$ cat src/rtl/uart_char_tx_pkg.sv
package uart_char_tx_pkg;

  typedef struct packed {
    logic       dlab;      // divisor byte access
    logic       brk;       // force spacing
    logic       stick;     // fixed parity
    logic       even;      // even select
    logic       par_en;    // parity bit present
    logic       two_stop;  // long stop period
    logic [1:0] wlen;      // data width - 5
  } line_ctl_t;

  typedef enum logic [2:0] {
    FS_IDLE, FS_START, FS_DATA, FS_PAR, FS_STOP
  } fstate_t;

  function automatic logic calc_parity(logic [7:0] d, line_ctl_t c);
    logic [7:0] m;
    logic       x;
    m = d & (8'hFF >> (2'd3 - c.wlen));
    x = ^m;
    if (c.stick) return ~c.even;
    return c.even ? x : ~x;
  endfunction

endpackage

$ cat src/rtl/uart_tx_cfg.sv
module uart_tx_cfg
  import uart_char_tx_pkg::*;
#(
  parameter int          ADDR_W   = 3,
  parameter int          DIV_W    = 16,
  parameter int          LCR_ADDR = 3,
  parameter logic [7:0]  RST_LCR  = 8'h03,
  parameter logic [15:0] RST_DIV  = 16'h0000
) (
  input  logic              clk,
  input  logic              rst,
  input  logic              we,
  input  logic [ADDR_W-1:0] addr,
  input  logic [7:0]        wdata,
  output line_ctl_t         lcr,
  output logic [DIV_W-1:0]  div
);

  localparam logic [ADDR_W-1:0] A_LO  = ADDR_W'(0);
  localparam logic [ADDR_W-1:0] A_HI  = ADDR_W'(1);
  localparam logic [ADDR_W-1:0] A_LCR = ADDR_W'(LCR_ADDR);

  always_ff @(posedge clk) begin
    if (rst) begin
      lcr <= line_ctl_t'(RST_LCR);
      div <= DIV_W'(RST_DIV);
    end else if (we) begin
      if (addr == A_LCR) lcr <= line_ctl_t'(wdata);
      if (addr == A_LO && lcr.dlab) div[7:0] <= wdata;
      if (addr == A_HI && lcr.dlab) div[DIV_W-1:8] <= wdata[DIV_W-9:0];
    end
  end

  AST_DIV_LOCKED: assert property (@(posedge clk) disable iff (rst)
    (we && (addr == A_LO || addr == A_HI) && !lcr.dlab) |=> (div == $past(div)));

endmodule

$ cat src/rtl/uart_tx_baud.sv
module uart_tx_baud #(
  parameter int DIV_W = 16
) (
  input  logic             clk,
  input  logic             rst,
  input  logic             sync,
  input  logic [DIV_W-1:0] div,
  output logic             tick
);

  logic [DIV_W-1:0] cnt;

  assign tick = (div != '0) && (cnt >= div - DIV_W'(1));

  always_ff @(posedge clk) begin
    if (rst || sync || div == '0 || tick) cnt <= '0;
    else                                  cnt <= cnt + DIV_W'(1);
  end

  AST_TICK_GAP: assert property (@(posedge clk) disable iff (rst)
    (tick && div > DIV_W'(1) && !sync) |=> !tick);

  AST_CNT_RANGE: assert property (@(posedge clk) disable iff (rst)
    (div != '0 && $stable(div)) |=> (cnt < div || !$stable(div)));

  AST_DIV0_STILL: assert property (@(posedge clk) disable iff (rst)
    (div == '0) |=> (cnt == '0));

endmodule

$ cat src/rtl/uart_tx_frame.sv
module uart_tx_frame
  import uart_char_tx_pkg::*;
#(
  parameter int OVS = 16
) (
  input  logic      clk,
  input  logic      rst,
  input  logic      tick,
  input  logic      div_zero,
  input  line_ctl_t lcr,
  input  logic      ch_valid,
  input  logic [7:0] ch_data,
  output logic      load,
  output logic      txd,
  output logic      hold_empty,
  output logic      shift_empty
);

  localparam int CW = $clog2(2 * OVS + 1);
  localparam logic [CW-1:0] LIM_ONE  = CW'(OVS);
  localparam logic [CW-1:0] LIM_HALF = CW'(OVS + OVS / 2);
  localparam logic [CW-1:0] LIM_TWO  = CW'(2 * OVS);

  fstate_t       state;
  logic [CW-1:0] tcnt, stop_lim, lim;
  logic [2:0]    bitn, nlast;
  logic [7:0]    shreg, hold_data;
  logic          hold_full, pen, pbit, line_bit;
  logic          unused_dlab;

  assign unused_dlab = lcr.dlab;
  assign load        = hold_full && (state == FS_IDLE) && !div_zero;
  assign lim         = (state == FS_STOP) ? stop_lim : LIM_ONE;
  assign hold_empty  = !hold_full;
  assign shift_empty = !hold_full && (state == FS_IDLE);

  always_comb begin
    case (state)
      FS_START: line_bit = 1'b0;
      FS_DATA:  line_bit = shreg[0];
      FS_PAR:   line_bit = pbit;
      default:  line_bit = 1'b1;
    endcase
  end

  always_ff @(posedge clk) begin
    if (rst) begin
      state     <= FS_IDLE;
      tcnt      <= '0;
      stop_lim  <= LIM_ONE;
      bitn      <= '0;
      nlast     <= '0;
      shreg     <= '0;
      hold_data <= '0;
      hold_full <= 1'b0;
      pen       <= 1'b0;
      pbit      <= 1'b0;
      txd       <= 1'b1;
    end else begin
      txd <= lcr.brk ? 1'b0 : line_bit;
      if (load) begin
        hold_full <= 1'b0;
      end else if (ch_valid && !hold_full) begin
        hold_full <= 1'b1;
        hold_data <= ch_data;
      end
      if (load) begin
        state    <= FS_START;
        tcnt     <= '0;
        bitn     <= '0;
        shreg    <= hold_data;
        nlast    <= 3'd4 + {1'b0, lcr.wlen};
        pen      <= lcr.par_en;
        pbit     <= calc_parity(hold_data, lcr);
        stop_lim <= !lcr.two_stop ? LIM_ONE :
                    (lcr.wlen == 2'd0) ? LIM_HALF : LIM_TWO;
      end else if (tick && state != FS_IDLE) begin
        if (tcnt != lim - CW'(1)) begin
          tcnt <= tcnt + CW'(1);
        end else begin
          tcnt <= '0;
          case (state)
            FS_START: state <= FS_DATA;
            FS_DATA: begin
              shreg <= {1'b0, shreg[7:1]};
              bitn  <= bitn + 3'd1;
              if (bitn == nlast) state <= pen ? FS_PAR : FS_STOP;
            end
            FS_PAR:  state <= FS_STOP;
            default: state <= FS_IDLE;
          endcase
        end
      end
    end
  end

  AST_START_LOW: assert property (@(posedge clk) disable iff (rst)
    (state == FS_START && !lcr.brk) |=> !txd);

  AST_BREAK_LOW: assert property (@(posedge clk) disable iff (rst)
    lcr.brk |=> !txd);

  AST_IDLE_HIGH: assert property (@(posedge clk) disable iff (rst)
    (shift_empty && !lcr.brk) |=> txd);

  AST_DIV0_WAIT: assert property (@(posedge clk) disable iff (rst)
    (div_zero && state == FS_IDLE) |=> (state == FS_IDLE));

  AST_HOLD_KEEP: assert property (@(posedge clk) disable iff (rst)
    (hold_full && !load) |=> (hold_full && hold_data == $past(hold_data)));

endmodule

$ cat src/rtl/uart_char_tx.sv
module uart_char_tx
  import uart_char_tx_pkg::*;
#(
  parameter int ADDR_W = 3,
  parameter int DIV_W  = 16,
  parameter int OVS    = 16
) (
  input  logic              clk,
  input  logic              rst,
  input  logic              cfg_we,
  input  logic [ADDR_W-1:0] cfg_addr,
  input  logic [7:0]        cfg_wdata,
  input  logic              ch_valid,
  input  logic [7:0]        ch_data,
  output logic              txd,
  output logic              hold_empty,
  output logic              shift_empty
);

  line_ctl_t        lcr;
  logic [DIV_W-1:0] div;
  logic             tick, load;

  uart_tx_cfg #(.ADDR_W(ADDR_W), .DIV_W(DIV_W)) u_cfg (
    .clk(clk), .rst(rst), .we(cfg_we), .addr(cfg_addr),
    .wdata(cfg_wdata), .lcr(lcr), .div(div)
  );

  uart_tx_baud #(.DIV_W(DIV_W)) u_baud (
    .clk(clk), .rst(rst), .sync(load), .div(div), .tick(tick)
  );

  uart_tx_frame #(.OVS(OVS)) u_frame (
    .clk(clk), .rst(rst), .tick(tick), .div_zero(div == '0), .lcr(lcr),
    .ch_valid(ch_valid), .ch_data(ch_data), .load(load), .txd(txd),
    .hold_empty(hold_empty), .shift_empty(shift_empty)
  );

endmodule

$ cat config.mk
export PLATFORM = sky130hd
export DESIGN_NAME = uart_char_tx
export DESIGN_NICKNAME = d
export VERILOG_FILES = /design/src/rtl/uart_char_tx_pkg.sv /design/src/rtl/uart_tx_cfg.sv /design/src/rtl/uart_tx_baud.sv /design/src/rtl/uart_tx_frame.sv /design/src/rtl/uart_char_tx.sv
export SDC_FILE = /design/constraint.sdc
export NUM_CORES = 1
export LEC_CHECK = 0
export BUFFER_PORTS_ARGS = -buffer_cell sky130_fd_sc_hd__buf_4
export CAP_MARGIN = 20
export CORE_UTILIZATION = 55
export DETAILED_ROUTE_END_ITERATION = 6
export PLACE_DENSITY_LB_ADDON = 0.1
export SLEW_MARGIN = 5
export SYNTH_ARGS = -nofsm -noshare
export SYNTH_HDL_FRONTEND = slang
export SYNTH_HIERARCHICAL = 1
export SYNTH_SLANG_ARGS = --single-unit
$ cat constraint.sdc
create_clock -name clk -period 4.2 [get_ports clk]
set_clock_uncertainty 0.2 [all_clocks]
set_input_delay 0.21 -clock clk [delete_from_list [all_inputs] [get_ports clk]]
set_output_delay 0.21 -clock clk [all_outputs]
set_load 0.005 [all_outputs]
==> impl_summary.log, run 1 <==
INFO  metric critical-path-max-stage-delay = about 0.54 ns
INFO  metric finalNonFillerCells = ~620
INFO  metric report.final.setup_viol = 0
INFO  metric cts_made_buffers = 9
INFO  metric synth_cell_type_count = 51
INFO  metric seq_area_frac_synth = between 30% and 40%
INFO  metric grt_start_max_net_pins = 62
INFO  metric grt_pass1_wl = 14300 um
INFO  metric cp_common_cell = or4_4
INFO  metric worst_slew_pin_slew = between 0.9 and 1 ns
INFO  metric crit_start = u_cfg/div[10]
INFO  metric power.combinational.fraction = 6.3%
INFO  metric residual_drc_count = 0
INFO  metric fp.dieH = a little under 90 um
INFO  metric ff_latch_area = ~1600 um^2
INFO  metric hold_ws = between 0.002 and 0.0025 ns
INFO  metric syn-mean-instance-area = 9.00 um^2
INFO  metric clk_pin_slew = roughly 0.09 ns
INFO  metric cp_cell_sequence = nor4_4 -> buf_4 -> nand2b_4 -> nor3_4 -> xnor2_1 -> ha_1 -> nand4_1 -> or3_1 -> or4_4 -> a31oi_4 -> o31ai_4 -> nor3_2 -> nand3_2 -> or4_4 -> a21oi_2
INFO  metric num_vias = approximately 3400
INFO  metric timing.critical_path.from_type = flop
INFO  metric cts.sink_count = 78
INFO  metric critPathKind = reg -> reg
INFO  metric post-route-util = 69.9%
INFO  metric diodes = 0
INFO  metric num-fill-cells = 580
INFO  metric post_route_setup_tns = 0 ns
INFO  metric first_global_vias = about 3000
INFO  metric crit_fanout = 5
INFO  metric min_delay_path_depth = 3
INFO  metric dpl-instance-area = between 4000 and 5000 um^2
INFO  metric final.period_utilization = between 90 and 100%
INFO  metric numPlacedInstances = ~600
INFO  metric timing.hold.worst.start = cfg_wdata[6]
INFO  metric grt_overflow_total = 0
INFO  metric syn2layout_area_growth = 22.2%
INFO  metric gp_routability_congestion = ~0.82
INFO  metric clk_root_buffer_cell = clkbuf_8
INFO  metric initial_core_util = ~57%
INFO  metric period_minus_slack = a little over 4 ns
INFO  metric ioPinCount = 26
INFO  metric totalWireLength = ~9100 um
INFO  metric power-per-cell-area = ~300 nW/um^2
INFO  metric timing.max_slew.rel_slack = approximately two fifths
INFO  metric via_per_inst = about 5.6
INFO  metric clock_power_share = roughly 44%
INFO  metric totalPowerFinal = approximately 1.5 mW
INFO  metric grt_setup_unrepaired = true
INFO  metric clk-insertion-delay-late = 0.36 ns
INFO  metric place.port_buffers = 25
INFO  metric placement_rows = 31
INFO  metric slew_viol_final = 0
INFO  metric placeableCoreArea = slightly above 7000 um^2
INFO  metric longest_clk_path_bufs = 2
INFO  metric synth.net_count = approximately 510
INFO  metric hold_path.class = in -> reg
INFO  metric hold_violations = 0
INFO  metric total_leakage_power = between 2 and 2.5 nW
INFO  metric design.die.area = between 7000 and 8000 um^2
INFO  metric final_antenna_net_count = 0
INFO  metric run_status = completed
INFO  metric total_net_switching_power = about 340 uW
INFO  metric cts_htree_levels = 3
INFO  metric internal-power = approximately 1.2 mW
INFO  metric avgRoutedWirePerCell = approximately 15 um
INFO  metric hpwlAfterDp = between 6000 and 7000 um
INFO  metric worst-r2r-cell-count = 15
INFO  metric drt-initial-drc-count = between 80 and 90
INFO  metric drv_cap = 0
INFO  metric yosys_register_bits = between 70 and 80
INFO  metric die_width = between 80 and 90 um
INFO  metric maximum_resistive_drop_on_vdd = about 190 uV
INFO  metric layout-drive-gt1-share = 19.6%
INFO  metric fin_nets = 560
INFO  metric power.share.switching = 22.0%
INFO  metric layout_setup_ws = about 0.15 ns
INFO  metric fmaxAchievable = 0.247 GHz
INFO  metric multi_input_comb_area = about 2600 um^2
INFO  metric clock_tree_from_tritoncts = yes
INFO  metric end_kind = flop
INFO  metric dp_slack = -0.0976 ns
INFO  metric drt-pass1-iter-count = 4
INFO  metric required_time_of_the_worst_setup_path = roughly 4.3 ns
INFO  metric grt_antenna_before_repair = 0
INFO  metric rr_startpoint = u_cfg/div[10]
INFO  metric signal_arrival_time_at_the_worst_endpoint = approximately 4.1 ns
INFO  metric slowest_stage = or4_4
INFO  metric seq_power_share = 49.3%
INFO  metric synth.yosys.warnings = 6
INFO  metric design_area_final = roughly 5000 um^2
INFO  metric synth_area = about 4100 um^2
INFO  metric syn_inst = ~460
INFO  metric globalRouteTotalUtil = a little under a quarter
[state kept, by name, indices dropped and copies added, names as in the netlist]
name and cells:
u_frame/hold_full 1, u_cfg/lcr 8, u_frame/pen 1, u_frame/bitn 3, u_baud/cnt 16, u_frame/nlast 3, u_frame/shreg 8, u_frame/txd 1
u_frame/hold_data 8, u_frame/tcnt 6, u_frame/pbit 1, u_cfg/div 16, u_frame/stop_lim 3, u_frame/state 3
[worst max-delay path: cells and delay by family, from the launching register on]
kind	cells	cell delay, ns
and+or+nand+nor	9	2.41
AOI/OAI and AO/OA	3	0.46
DFF	1	0.34
adders and majority gates	1	0.30
buffers and inverters	1	0.20
xor gates and xnor gates	1	0.09
[placed cells by master (no fill, tap or decap), drive strengths merged, types with 20 or more instances in the layout]
| master | instances |
|---|---|
| nand2b | 28 |
| xor2 | 22 |
| nor2 | 62 |
| nand2 | 26 |
| dfxtp | 78 |
| xnor2 | 22 |
| buf | 47 |
| ha | 22 |
| mux2i | 33 |
| a21oi | 20 |
[cell families (layout without fill, tap and decap cells)]
group	after synthesis	count (layout)	share of synthesized area (%)
DFF	78	78	37.6
and+or+nand+nor	201	201	26.3
buffers and inverters	30	89	3.50
AOI/OAI and AO/OA	52	52	7.75
adders and majority gates	22	22	6.64
muxes	33	33	7.96
xor gates and xnor gates	45	45	10.2
[layer usage]
layer | GRT usage, % | vias to the layer above | wire [um]
met5 | 0 | - | 0
met4 | 8.21 | 0 | 173
met3 | 4.85 | 14 | 268
met2 | 36.3 | 62 | 4070
met1 | 33.5 | 1640 | 4540
li1 | - | 1733 | -
[layout make-up]
| class | count | share of cell area [%] |
|---|---|---|
| inverters | 12 | 0.889 |
| well taps | 99 | 2.44 |
| clock inverters | 7 | 2.42 |
| clock buffers | 9 | 2.44 |
| flip-flops and latches | 78 | 30.9 |
| repair buffers | 61 | 9.80 |
| multi-input cells | 353 | 51.1 |
[repair_timing]
item                                   CTS  global route
buffers inserted                         0             5
hold buffers                            14             0
resized for setup                        3            29
setup endpoints to repair                9            13
pin swaps                                0             9
endpoints found under the hold margin   18             0
[power groups by stage]
stage / registers (mW) / clock network [mW] / logic, mW
after detailed placement: 0.774 / 0 / 0.0843
final: 0.757 / 0.683 / 0.0967
after floorplan: 0.771 / 0 / 0.0552
after global placement: 0.774 / 0 / 0.0827
after CTS: 0.757 / 0.695 / 0.0947
after global routing: 0.759 / 0.722 / 0.105
[path summary, 6_finish.rpt]
check | endpoint | slack (ns)
max | u_frame/state[2] | 0.15
min | u_cfg/div[6] | 0.002
max reg2reg | u_frame/state[2] | 0.15
min reg2reg | u_frame/stop_lim[5] | 0.25
[cells in the mapped netlist, drive strengths merged]
library cell  instances  area [um^2]
nand4                10         77.6
ha                   22          275
a31oi                 2         12.5
o31ai                 3         27.5
a21bo                 1         10.0
a311oi                1         8.76
xor2                 22          208
a21oi                20          100
nor2b                 3         18.8
xnor3                 1         22.5
nor4b                 1         8.76
clkbuf               10         37.5
nand3b                9         67.6
a311o                 1         10.0
nor3                 16         80.1
nand3                17         90.1
or4                   3         30.0
and4bb                3         37.5
xnor2                22          193
a211oi                8         60.1
nor4                  7         43.8
mux2i                33          330
o21ai                12         60.1
and3                  3         20.0
nand2                26         97.6
buf                   8         62.6
a2111oi               1         8.76
nor3b                 3         22.5
or3                   3         18.8
nand2b               28          175
inv                  12         45.0
o21a                  2         15.0
a2bb2oi               1         8.76
nor2                 62          233
nand4b                1         8.76
dfxtp                78         1560
or4b                  2         23.8
and4                  4         37.5
Note: power is estimated with default switching activity, not from simulation.
==> inputs of run 2 (changes only) <==
--- a/config.mk
+++ b/config.mk
@@ -7,7 +7,7 @@
 export LEC_CHECK = 0
 export BUFFER_PORTS_ARGS = -buffer_cell sky130_fd_sc_hd__buf_4
 export CAP_MARGIN = 20
-export CORE_UTILIZATION = 55
+export CORE_UTILIZATION = 30
 export DETAILED_ROUTE_END_ITERATION = 6
 export PLACE_DENSITY_LB_ADDON = 0.1
 export SLEW_MARGIN = 5
==> run 2 against run 1 <==
Sequential power hardly changed. Maximum frequency rose by 0.88%. Critical path depth grew 1. Worst hold slack improved by 0.030 ns. Sequential share of layout area fell by 0.90 points. Wire length increased by 5.5%.
==> impl_summary.log, run 2 (synthesis gave the netlist of run 1 again) <==
INFO  metric die_width = 120 um
INFO  metric numPlacedInstances = between 600 and 700
INFO  metric crit_fanout = 3
INFO  metric initial_core_util = between 30% and 40%
INFO  metric total_net_switching_power = slightly below 400 uW
INFO  metric drv_cap = 0
INFO  metric clock_tree_from_tritoncts = yes
INFO  metric placeableCoreArea = approximately 13000 um^2
INFO  metric design.die.area = ~14000 um^2
INFO  metric layout_commonest_cell = dfxtp_1
INFO  metric internal-power = around 1.3 mW
INFO  metric power.combinational.fraction = 5.8%
INFO  metric worst_slew_pin_slew = a little over 1 ns
INFO  metric ioPinCount = 26
INFO  metric layout-drive-gt1-share = about a fifth
INFO  metric clk-insertion-delay-late = between 0.3 and 0.4 ns
INFO  metric seq_power_share = 45.7%
INFO  metric maximum_resistive_drop_on_vdd = 193 uV
INFO  metric residual_drc_count = 0
INFO  metric grt_pass1_wl = 16200 um
INFO  metric first_global_vias = between 3000 and 4000
INFO  metric required_time_of_the_worst_setup_path = 4.28 ns
INFO  metric dp_slack = -0.0415 ns
INFO  metric hold_path.class = in -> reg
INFO  metric timing.max_slew.rel_slack = about a third
INFO  metric cts_htree_levels = 3
INFO  metric drt-initial-drc-count = about 150
INFO  metric avgRoutedWirePerCell = approximately 14 um
INFO  metric end_kind = flop
INFO  metric longest_clk_path_bufs = 2
INFO  metric fp.dieH = about 120 um
INFO  metric layout_common_cells = dfxtp_1 (76), nor2_1 (59), buf_4 (48)
INFO  metric clk_root_buffer_cell = clkbuf_16
INFO  metric globalRouteTotalUtil = roughly 15%
INFO  metric period_minus_slack = 4.01 ns
INFO  metric num_vias = 3297
INFO  metric power.share.switching = between 20% and 30%
INFO  metric hpwlAfterDp = 6840 um
INFO  metric diodes = 0
INFO  metric finalNonFillerCells = ~700
INFO  metric post_route_setup_tns = 0 ns
INFO  metric total_leakage_power = 2.14 nW
INFO  metric final.period_utilization = 95.5%
INFO  metric timing.critical_path.from_type = flop
INFO  metric report.final.setup_viol = 0
INFO  metric drt-pass1-iter-count = 4
INFO  metric gp_routability_congestion = approximately 0.72
INFO  metric layout_top_registers = u_baud/cnt x16, u_cfg/div x16
INFO  metric signal_arrival_time_at_the_worst_endpoint = roughly 4 ns
INFO  metric via_per_inst = ~4.7
INFO  metric cts.sink_count = about 80
INFO  metric grt_antenna_before_repair = 0
INFO  metric grt_start_max_net_pins = between 60 and 70
INFO  metric fin_nets = between 500 and 600
INFO  metric cts_made_buffers = 9
INFO  metric grt_overflow_total = 0
INFO  metric run_status = completed
INFO  metric totalWireLength = between 9000 and 10000 um
INFO  metric layout_setup_ws = around 0.19 ns
INFO  metric syn2layout_area_growth = 26.1%
INFO  metric hold_violations = 0
INFO  metric place.port_buffers = 25
INFO  metric slew_viol_final = 0
INFO  metric fmaxAchievable = approximately 0.25 GHz
INFO  metric final_antenna_net_count = 0
INFO  metric power-per-cell-area = 317 nW/um^2
INFO  metric clock_power_share = 48.6%
INFO  metric critPathKind = reg -> reg
INFO  metric clk_pin_slew = approximately 0.060 ns
INFO  metric placement_rows = 42
[run 2: cell count changes in the layout (fill, tap and decap cells not counted), sizes merged]
cell      before  now
inv           12   15
bufinv         3    1
buf           47   50
clkinvlp       2    1
[run 2: stage by stage]
stage          cell area (um^2)  hold slack (ns)  utilization, %  total power, mW
6_report                   5230           0.0323            39.2             1.66
4_1_cts                    5070           0.0266            38.0             1.69
5_1_grt                    5230           0.0363            39.2             1.74
2_1_floorplan              4150            0.126               -            0.827
3_5_place_dp               4620            0.234            34.6            0.861
3_3_place_gp               4620            0.226            34.6            0.860
[run 2: repair_timing]
item | in CTS | in global routing
gates cloned | 0 | 1
hold endpoints to repair | 17 | 0
endpoints found under the setup margin | 9 | 18
buffers inserted | 0 | 2
hold buffers | 14 | 0
resized for setup | 1 | 31
pin swaps | 0 | 7
[run 2: power by group through the flow]
stage | Combinational, mW | Clock (mW) | Sequential (mW)
global placement | 0.0856 | 0 | 0.774
CTS | 0.0969 | 0.834 | 0.758
floorplan | 0.0552 | 0 | 0.771
finish | 0.0959 | 0.805 | 0.757
detailed placement | 0.0868 | 0 | 0.775
global route | 0.107 | 0.869 | 0.758
[run 2: cell type report]
type                            count  area [um^2]
Clock buffer                        9          225
Clock inverter                      7         81.3
Fill cell                        1391         8120
Inverter                           12         45.0
Multi-Input combinational cell    353         2570
Sequential cell                    78         1570
Tap cell                          176          220
Timing Repair Buffer               64          523
[run 2: final timing paths]
path,startpoint,slack [ns],depth (start not counted),end
setup / recovery,u_cfg/div[7],0.19,16,u_frame/state[2]
hold / removal,cfg_wdata[3],0.03,3,u_cfg/div[11]
setup reg to reg,u_cfg/div[7],0.19,16,u_frame/state[2]
hold reg to reg,u_frame/stop_lim[3],0.27,2,u_frame/stop_lim[3]
[run 2: critical path, stage by stage, from the launching register on]
cell and delay [ns]:
dfxtp_1 0.31, nor4_2 0.28, buf_4 0.20, nand2_4 0.07, nor3_2 0.13, xnor2_1 0.09, ha_1 0.29, nand4_1 0.11
or3_1 0.38, or4_4 0.46, a31oi_4 0.21, o31ai_4 0.10, nor3_2 0.22, buf_4 0.15, nand3_2 0.08, or4_4 0.53
a21oi_2 0.12
[run 2: metal layers]
layer  track usage (%)  wire, um  part of all wire, %  up-vias
met1              20.3      5020                   53     1515
met3              2.95       254                  2.7       13
li1                  -         -                    -     1728
met2              21.5      4100                   43       41
met5                 0         0                    0        -
met4              7.03       183                  1.9        0
